### config.mk
export PLATFORM = sky130hd
export DESIGN_NAME = mpg_gate
export DESIGN_NICKNAME = d
export VERILOG_FILES = /design/src/rtl/mpg_pkg.sv /design/src/rtl/mpg_region_file.sv /design/src/rtl/mpg_check.sv /design/src/rtl/mpg_gate.sv
export SDC_FILE = /design/constraint.sdc
export NUM_CORES = 1
export LEC_CHECK = 0
export ABC_AREA = 1
export ABC_CLOCK_PERIOD_IN_PS = 10300
export BUFFER_PORTS_ARGS = -buffer_cell sky130_fd_sc_hd__clkbuf_2
export CAP_MARGIN = 15
export CORE_ASPECT_RATIO = 0.6
export CORE_MARGIN = 1
export CORE_UTILIZATION = 40
export CTS_CLUSTER_DIAMETER = 100
export CTS_CLUSTER_SIZE = 40
export DETAILED_ROUTE_END_ITERATION = 8
export SLEW_MARGIN = 20
export SYNTH_ARGS = -nofsm -noshare
export SYNTH_HDL_FRONTEND = slang
export SYNTH_SLANG_ARGS = --single-unit
### constraint.sdc
create_clock -name clk_i -period 10.3 [get_ports clk_i]
set_input_delay 2.575 -clock clk_i [delete_from_list [all_inputs] [get_ports clk_i]]
set_output_delay 2.575 -clock clk_i [all_outputs]
set_load 0.01 [all_outputs]
### src/rtl/mpg_pkg.sv
package mpg_pkg;
  localparam int PAGE_SHIFT = 12;
  localparam int SIZE_W     = 4;

  typedef enum logic [2:0] {
    SEL_CTL    = 3'd0,
    SEL_BASE   = 3'd1,
    SEL_IDA    = 3'd2,
    SEL_MSKA   = 3'd3,
    SEL_IDB    = 3'd4,
    SEL_MSKB   = 3'd5,
    SEL_GLOBAL = 3'd7
  } cfg_sel_e;

  typedef struct packed {
    logic [SIZE_W-1:0] k;
    logic              wr;
    logic              rd;
    logic              en;
  } reg_ctl_t;

  function automatic reg_ctl_t unpack_ctl(input logic [31:0] w);
    reg_ctl_t c;
    c.en = w[0];
    c.rd = w[1];
    c.wr = w[2];
    c.k  = w[7:4];
    return c;
  endfunction
endpackage

### src/rtl/mpg_region_file.sv
module mpg_region_file
  import mpg_pkg::*;
#(
  parameter int NUM_REGIONS = 4,
  parameter int AW          = 32,
  parameter int IDW         = 8,
  localparam int RIW        = (NUM_REGIONS > 1) ? $clog2(NUM_REGIONS) : 1
) (
  input  logic           clk_i,
  input  logic           rst_ni,
  input  logic           cfg_we_i,
  input  logic [2:0]     cfg_sel_i,
  input  logic [RIW-1:0] cfg_idx_i,
  input  logic [31:0]    cfg_wdata_i,
  output reg_ctl_t       ctl_o  [NUM_REGIONS],
  output logic [AW-1:0]  base_o [NUM_REGIONS],
  output logic [IDW-1:0] ida_o  [NUM_REGIONS],
  output logic [IDW-1:0] mska_o [NUM_REGIONS],
  output logic [IDW-1:0] idb_o  [NUM_REGIONS],
  output logic [IDW-1:0] mskb_o [NUM_REGIONS],
  output logic           spec_dis_o
);
  cfg_sel_e sel;
  logic     unused_cfg;

  assign sel        = cfg_sel_e'(cfg_sel_i);
  assign unused_cfg = ^cfg_wdata_i;

  for (genvar i = 0; i < NUM_REGIONS; i++) begin : g_reg
    logic hit_idx;
    assign hit_idx = cfg_we_i && (cfg_idx_i == RIW'(i));

    always_ff @(posedge clk_i or negedge rst_ni) begin
      if (!rst_ni) begin
        ctl_o[i]  <= '0;
        base_o[i] <= '0;
        ida_o[i]  <= '0;
        mska_o[i] <= '0;
        idb_o[i]  <= '0;
        mskb_o[i] <= '0;
      end else if (hit_idx) begin
        case (sel)
          SEL_CTL:  ctl_o[i]  <= unpack_ctl(cfg_wdata_i);
          SEL_BASE: base_o[i] <= cfg_wdata_i[AW-1:0];
          SEL_IDA:  ida_o[i]  <= cfg_wdata_i[IDW-1:0];
          SEL_MSKA: mska_o[i] <= cfg_wdata_i[IDW-1:0];
          SEL_IDB:  idb_o[i]  <= cfg_wdata_i[IDW-1:0];
          SEL_MSKB: mskb_o[i] <= cfg_wdata_i[IDW-1:0];
          default: ;
        endcase
      end
    end
  end

  always_ff @(posedge clk_i or negedge rst_ni) begin
    if (!rst_ni)                              spec_dis_o <= 1'b0;
    else if (cfg_we_i && sel == SEL_GLOBAL)   spec_dis_o <= cfg_wdata_i[0];
  end
endmodule

### src/rtl/mpg_check.sv
module mpg_check
  import mpg_pkg::*;
#(
  parameter int NUM_REGIONS = 4,
  parameter int AW          = 32,
  parameter int IDW         = 8
) (
  input  reg_ctl_t       ctl_i  [NUM_REGIONS],
  input  logic [AW-1:0]  base_i [NUM_REGIONS],
  input  logic [IDW-1:0] ida_i  [NUM_REGIONS],
  input  logic [IDW-1:0] mska_i [NUM_REGIONS],
  input  logic [IDW-1:0] idb_i  [NUM_REGIONS],
  input  logic [IDW-1:0] mskb_i [NUM_REGIONS],
  input  logic [AW-1:0]  addr_i,
  input  logic [IDW-1:0] id_i,
  input  logic           write_i,
  output logic           allow_o
);
  localparam logic [AW-1:0] ONE = AW'(1);

  logic [NUM_REGIONS-1:0] hit, grant;

  for (genvar i = 0; i < NUM_REGIONS; i++) begin : g_rgn
    logic [5:0]    sh;
    logic [AW-1:0] hi_mask;
    logic          id_ok, perm;

    assign sh      = 6'(ctl_i[i].k) + 6'(PAGE_SHIFT);
    assign hi_mask = ~((ONE << sh) - ONE);
    assign hit[i]  = ctl_i[i].en && (((addr_i ^ base_i[i]) & hi_mask) == '0);
    assign id_ok   = ((id_i & mska_i[i]) == (ida_i[i] & mska_i[i])) ||
                     ((id_i & mskb_i[i]) == (idb_i[i] & mskb_i[i]));
    assign perm    = write_i ? ctl_i[i].wr : ctl_i[i].rd;
    assign grant[i] = id_ok && perm;
  end

  // lowest index wins: scan high to low, last hit overrides
  always_comb begin
    allow_o = 1'b1;
    for (int i = NUM_REGIONS - 1; i >= 0; i--) begin
      if (hit[i]) allow_o = grant[i];
    end
  end
endmodule

### src/rtl/mpg_gate.sv
module mpg_gate
  import mpg_pkg::*;
#(
  parameter int NUM_REGIONS = 4,
  parameter int AW          = 32,
  parameter int DW          = 32,
  parameter int IDW         = 8,
  localparam int RIW        = (NUM_REGIONS > 1) ? $clog2(NUM_REGIONS) : 1
) (
  input  logic           clk_i,
  input  logic           rst_ni,
  input  logic           cfg_we_i,
  input  logic [2:0]     cfg_sel_i,
  input  logic [RIW-1:0] cfg_idx_i,
  input  logic [31:0]    cfg_wdata_i,
  input  logic           req_valid_i,
  output logic           req_ready_o,
  input  logic           req_write_i,
  input  logic [AW-1:0]  req_addr_i,
  input  logic [IDW-1:0] req_id_i,
  input  logic [DW-1:0]  req_wdata_i,
  output logic           mem_req_o,
  output logic           mem_write_o,
  output logic [AW-1:0]  mem_addr_o,
  output logic [DW-1:0]  mem_wdata_o,
  input  logic [DW-1:0]  mem_rdata_i,
  output logic           rsp_valid_o,
  output logic           rsp_write_o,
  output logic           rsp_err_o,
  output logic [DW-1:0]  rsp_rdata_o
);
  reg_ctl_t       ctl  [NUM_REGIONS];
  logic [AW-1:0]  base [NUM_REGIONS];
  logic [IDW-1:0] ida  [NUM_REGIONS];
  logic [IDW-1:0] mska [NUM_REGIONS];
  logic [IDW-1:0] idb  [NUM_REGIONS];
  logic [IDW-1:0] mskb [NUM_REGIONS];
  logic           spec_dis;
  logic           allow;

  mpg_region_file #(.NUM_REGIONS(NUM_REGIONS), .AW(AW), .IDW(IDW)) u_rf (
    .clk_i, .rst_ni, .cfg_we_i, .cfg_sel_i, .cfg_idx_i, .cfg_wdata_i,
    .ctl_o(ctl), .base_o(base), .ida_o(ida), .mska_o(mska),
    .idb_o(idb), .mskb_o(mskb), .spec_dis_o(spec_dis)
  );

  mpg_check #(.NUM_REGIONS(NUM_REGIONS), .AW(AW), .IDW(IDW)) u_chk_logic (
    .ctl_i(ctl), .base_i(base), .ida_i(ida), .mska_i(mska),
    .idb_i(idb), .mskb_i(mskb),
    .addr_i(req_addr_i), .id_i(req_id_i), .write_i(req_write_i),
    .allow_o(allow)
  );

  logic          accept, spec_rd, to_stage;
  logic          stg_valid, stg_write, stg_allow;
  logic [AW-1:0] stg_addr;
  logic [DW-1:0] stg_wdata;
  logic          p1_valid, p1_write, p1_err;

  // a staged access owns the memory port next cycle; hold off speculative reads
  assign req_ready_o = !(stg_valid && !spec_dis);
  assign accept      = req_valid_i && req_ready_o;
  assign spec_rd     = accept && !req_write_i && !spec_dis;
  assign to_stage    = accept && !spec_rd;

  always_ff @(posedge clk_i or negedge rst_ni) begin
    if (!rst_ni) begin
      stg_valid <= 1'b0;
      stg_write <= 1'b0;
      stg_allow <= 1'b0;
      stg_addr  <= '0;
      stg_wdata <= '0;
    end else begin
      stg_valid <= to_stage;
      if (to_stage) begin
        stg_write <= req_write_i;
        stg_allow <= allow;
        stg_addr  <= req_addr_i;
        stg_wdata <= req_wdata_i;
      end
    end
  end

  assign mem_req_o   = spec_rd || (stg_valid && stg_allow);
  assign mem_write_o = !spec_rd && stg_write;
  assign mem_addr_o  = spec_rd ? req_addr_i : stg_addr;
  assign mem_wdata_o = stg_wdata;

  always_ff @(posedge clk_i or negedge rst_ni) begin
    if (!rst_ni) begin
      p1_valid <= 1'b0;
      p1_write <= 1'b0;
      p1_err   <= 1'b0;
    end else if (spec_rd) begin
      p1_valid <= 1'b1;
      p1_write <= 1'b0;
      p1_err   <= !allow;
    end else begin
      p1_valid <= stg_valid;
      p1_write <= stg_write;
      p1_err   <= !stg_allow;
    end
  end

  always_ff @(posedge clk_i or negedge rst_ni) begin
    if (!rst_ni) begin
      rsp_valid_o <= 1'b0;
      rsp_write_o <= 1'b0;
      rsp_err_o   <= 1'b0;
      rsp_rdata_o <= '0;
    end else begin
      rsp_valid_o <= p1_valid;
      rsp_write_o <= p1_valid && p1_write;
      rsp_err_o   <= p1_valid && p1_err;
      rsp_rdata_o <= (p1_valid && !p1_write && !p1_err) ? mem_rdata_i : '0;
    end
  end
endmodule

# Word level (Yosys, flattened, before mapping)

Index checks and enable logic that the tools add are counted.

Bits of input ports: 146
Register bits: 390
Output and inout port bits: 102
Logic and storage cells: 186

Shifts and indexed selects: 4
Bitwise operators: 28
Equal/unequal tests: 17
Reductions and logical operators: 67
Add/sub/neg operators: 8
Muxes and demuxes: 13

Operators by type and width:

| kind                                                | number |
|---|---|
| AND 32 bit                                          | 4 |
| AND 8 bit                                           | 16 |
| logical NOT 32 bit                                  | 4 |
| NOT 32 bit                                          | 4 |
| << shifter 1 x 6 -> 32 bit, first input constant    | 4 |
| subtractor 32 x 1 -> 32 bit, second input constant  | 4 |
| XOR 32 bit                                          | 4 |
| equality test 8 bit                                 | 8 |
| two-way mux 32 bit                                  | 2 |
| AND reduction 2 bit                                 | 24 |
| logical AND 1 bit                                   | 24 |
| adder 4 x 4 -> 5 bit, second input constant         | 4 |
| two-way mux 1 bit                                   | 11 |
| equality test 3 bit, second input constant          | 3 |
| logical NOT 1 bit                                   | 8 |
| equality test 3 x 2 -> 1 bit, second input constant | 2 |
| logical OR 1 bit                                    | 5 |
| equality test 2 bit, second input constant          | 2 |
| equality test 3 x 1 -> 1 bit, second input constant | 1 |
| logical NOT 3 bit                                   | 1 |
| equality test 2 x 1 -> 1 bit, second input constant | 1 |
| logical NOT 2 bit                                   | 1 |

# Longest topological paths before layout

Depth in word-level cells: 13
Gate-level depth with buffers: 26
Mapped depth without buffers: 23

# Hierarchy

Synthesis repeated with hierarchy kept, for this count alone.

Cell total of the unflattened synthesis: 3,191
Area total of the unflattened synthesis: 22,736.8 um^2

By module, submodules not included:

| module          | times used | cells each | seq. area each (um^2) | area an instance (um^2) |
|---|---|---|---|---|
| mpg_region_file | 1          | 1,267      | 7,131.8               | 10,941.7 |
| mpg_check       | 1          | 1,392      | 0.0                   | 7,238.2 |
| mpg_gate        | 1          | 532        | 2,627.5               | 4,556.9 |

# Worst setup path before layout

No wires, ideal clock.

Kind: input to output
Start: input port req_write_i
End: output port mem_addr_o[27]
Stages on the path: 7
Data arrival time: 3.767 ns
Required time: 7.725 ns
Slack: 3.958 ns
Buffers on the path: 3
Cells stage by stage: clkbuf_1 nor2_1 nand3_1 clkbuf_1 clkbuf_1 nand2_1 o21ai_0

Word-level cells in the longest chain between the ends: 4

Ends and longest elaborated chain:

| element                        | line           | RTL |
|---|---|---|
| start, declared                | mpg_gate.sv:18 | `input logic req_write_i,` |
| logical NOT 1 bit              | mpg_gate.sv:63 | `assign spec_rd = accept && !req_write_i && !spec_dis;` |
| logical AND 1 bit (2 in a row) | mpg_gate.sv:63 |  |
| two-way mux 32 bit             | mpg_gate.sv:86 | `assign mem_addr_o = spec_rd ? req_addr_i : stg_addr;` |
| end, declared                  | mpg_gate.sv:24 | `output logic [AW-1:0] mem_addr_o,` |

No other way between the ends.

# Worst setup path after layout

Start: input port req_write_i
End: output port mem_addr_o[14]

Same word-level chain as after synthesis.

==> key figures <==
Synth
  • Synth Area in Compound Gates: 11.0%
  • EDFF count, synth: 0
  • Avg Cell Area, Syn: 7.46 um2
  • Syn_nets: 3,082
  • Top-count cell post-synth: nand2_1
  • Share of Yosys cell area claimed by the top area cell type: 45.1%
  • Synth area leader: dfrtp_1
  • Most instantiated cells after synthesis: nand2_1 (881), dfrtp_1 (390), o21ai_0 (378)
  • Simple-gate share of the synthesized area: 29.8%
  • Synth Cell Area: 0.0217 mm2
  • Ys Warns: 0
  • Synth area leaders: dfrtp_1 (45%), nand2_1 (15%), o21ai_0 (8.7%)
  • Synth cell types: 52
  • Sequential share of the synthesized area: 45.1%
  • Seq cells post-synth: 390
  • XOR/XNOR Fraction of Synth Area: 4.85%
  • Largest family of logic cells by synthesized area: simple AND/OR/NAND/NOR gates
  • Asr flop ratio synth: 100%
  • Post-Synth Adder-Cell Area: 1.85%
  • Post-Syn Instances: 2,904
  • Mux cell area share after synthesis: 0.0924%
  • Most used DFF post-synth: dfrtp_1

Clock network
  • Total CTS buffers: 14
  • Root Driver: clkbuf_16
  • H-tree Lvls: 1
  • Clock sink count: 390
  • Clk buf depth: 3
  • Clock-pin slew on the worst setup and hold paths: 0.14 ns
  • CTS tree: yes
  • Hold_buf cts: 0
  • Setup Buffers After CTS: 0
  • Post-CTS resize count: 0
  • Worst skew pair latency: 0.57 ns

Route
  • Post-DR vias/cell: 5.31
  • First-pass DRT Iterations: 6
  • Initial DRC Count: 2,040
  • Post-Route WL: 73.1 mm
  • Routed Antenna Nets: 0
  • DR DRC count: 0
  • Via count: 19,800
  • Average wire per standard cell: 19.6 um

Min path
  • WHS Path Cells: 0
  • Worst hold path startpoint: p1_valid
  • Worst Hold End: rsp_valid_o
  • Hold crit path type: reg2reg

Place
  • Port bufs: 247
  • Dpl hpwl: 55.2 mm
  • Routability cong.: 1.05

Pwr
  • Leakage: 12.8 nW
  • Power Total: 4.58 mW
  • PD cells: 194 mW/mm2
  • VDD IR max: 0.105 mV

Floorplanning
  • Die ar.: 0.0551 mm2
  • Die X: 302 um
  • Die H: 182 um
  • Count of standard-cell rows: 65
  • # IOs: 248
  • Core ar.: 0.0530 mm2
  • Initial Utilization: 40.8%

Critical path
  • Worst-path fanout max: 69
  • Reg2Reg Setup Slack: 5.10 ns
  • Required time at the worst-slack endpoint: 7.73 ns
  • Startpoint types: input pin
  • Worst setup path category: in2out
  • R2R depth: 22
  • Critical R2R Capture: stg_allow
  • Worst setup EP type: primary output
  • Critical Path AT: 4.39 ns
  • RR Startpoint: u_rf.ctl_o[19]

Cells and area
  • Register area: 0.00976 mm2
  • Layout cells sized above 1: 11.7%
  • Antenna fix cells: 0
  • Filler Cells Inserted: 5,397
  • Multi-input gate area: 0.0103 mm2
  • Area delta synth->final: 9.26%
  • Final nets: 3,191

GRT
  • First-pass GRT wire length: 110 mm
  • Initial antenna violation count: 5
  • Largest net degree at the start of global routing: 147
  • GRT overflow: 0
  • Total Routing Usage GR: 26.3%
  • Vias in the first global route: 18,000

STA
  • Unrepaired setup endpoints after global routing: false
  • Final hold violations: 0
  • Post-Route Setup TNS: 0 ns
  • Highest Clock Rate: 144 MHz
  • Final Max Tran Viols: 0
  • Min Tclk post-route: 6.96 ns
  • Fin crit share: 67.6%
  • Worst-Margin Slew: 1.10 ns
  • Worst Skew: 0.0276 ns
  • Final setup violation count: 0
  • Rel. slew slack: 26.6%

Job
  • Max-cap violations: 0

Outcome
  • Outcome: finished, final reports clean
cell usage in the layout, fill, tap and decap left out, types with 6 or more instances in the layout:
cell and count:
nor3_1 20, o21ai_0 378, dfrtp_1 390, nor2_4 10, inv_1 223, inv_2 15, clkbuf_2 246, xnor2_1 15
nand2_1 877, nand3_1 176, nor2_2 16, buf_4 7, o2111ai_1 6, nand4_1 103, xor2_1 105, nand3b_1 8
or2_2 11, nor2_1 246, a21oi_1 34, ha_1 32, o22ai_1 13, clkbuf_16 15, nand2_2 10
power breakdown:
group          total (mW)  internal [mW]  leakage [nW]  switching, mW
logic                1.74          0.552          7.60           1.19
registers            2.03           1.81          5.02          0.220
clock network       0.806          0.289         0.218          0.516
total                4.58           2.66          12.8           1.93
registers in the layout (all words and copies together), names as in the netlist, 28 cells and up:
signal	flops
u_rf.idb_o	32
u_rf.mska_o	32
u_rf.base_o	128
u_rf.mskb_o	32
rsp_rdata_o	32
mem_wdata_o	32
stg_addr	32
u_rf.ctl_o	28
u_rf.ida_o	32
metal layers:
metal / up-vias / part of all wire, % / global-route usage [%]
met5: - / 0.057 / 0
met4: 6 / 1.4 / 4.00
li1: 9536 / - / -
met1: 9433 / 48 / 39.8
met2: 717 / 39 / 35.7
met3: 62 / 11 / 9.68
worst max-delay path, stage by stage:
cell      delay (ns)
clkbuf_2        0.16
nor2_1          0.37
nand3_4         0.60
o21ai_0         0.45
clkbuf_2        0.20
worst max path at each step:
stage	slack (ns)	to	from	cells after the start
2_1_floorplan	3.96	mem_addr_o[27]	req_write_i	7
3_3_place_gp	3.00	mem_addr_o[15]	req_write_i	5
3_5_place_dp	2.89	mem_addr_o[14]	req_write_i	5
4_1_cts	2.90	mem_addr_o[14]	req_write_i	5
5_1_grt	3.18	mem_addr_o[28]	req_write_i	5
6_report	3.34	mem_addr_o[14]	req_write_i	5
kinds of logic (layout without fill, tap and decap cells):
| family | after synthesis | in the layout |
|---|---|---|
| DFF | 390 | 390 |
| and+or+nand+nor | 1501 | 1501 |
| xor gates and xnor gates | 120 | 120 |
| adders and majority gates | 32 | 32 |
| buffers and inverters | 404 | 517 |
| muxes | 2 | 2 |
| AOI/OAI and AO/OA | 455 | 455 |
per-stage QoR:
| step | instances | worst slack (ns) | instance area (um2) | utilization (%) | hold slack, ns |
|---|---|---|---|---|---|
| global route | 3720 | 3.18 | 23700 | 44.6 | 0.469 |
| detailed placement | 3700 | 2.89 | 23200 | 43.8 | 0.410 |
| CTS | 3720 | 2.90 | 23700 | 44.6 | 0.440 |
| finish | 3720 | 3.34 | 23700 | 44.6 | 0.433 |
| floorplan | 2904 | 3.96 | 21700 | - | 0.387 |
| global placement | 3700 | 3.00 | 23200 | 43.8 | 0.395 |
final cells by class:
class	instances	share of cell area (%)
Sequential cell	390	41.2
Clock buffer	17	1.66
Clock inverter	3	0.222
Timing Repair Buffer	256	5.62
Tap cell	703	3.72
Multi-Input combinational cell	2110	43.7
Inverter	241	3.83
No activity file was read; power rests on OpenSTA's default activity.
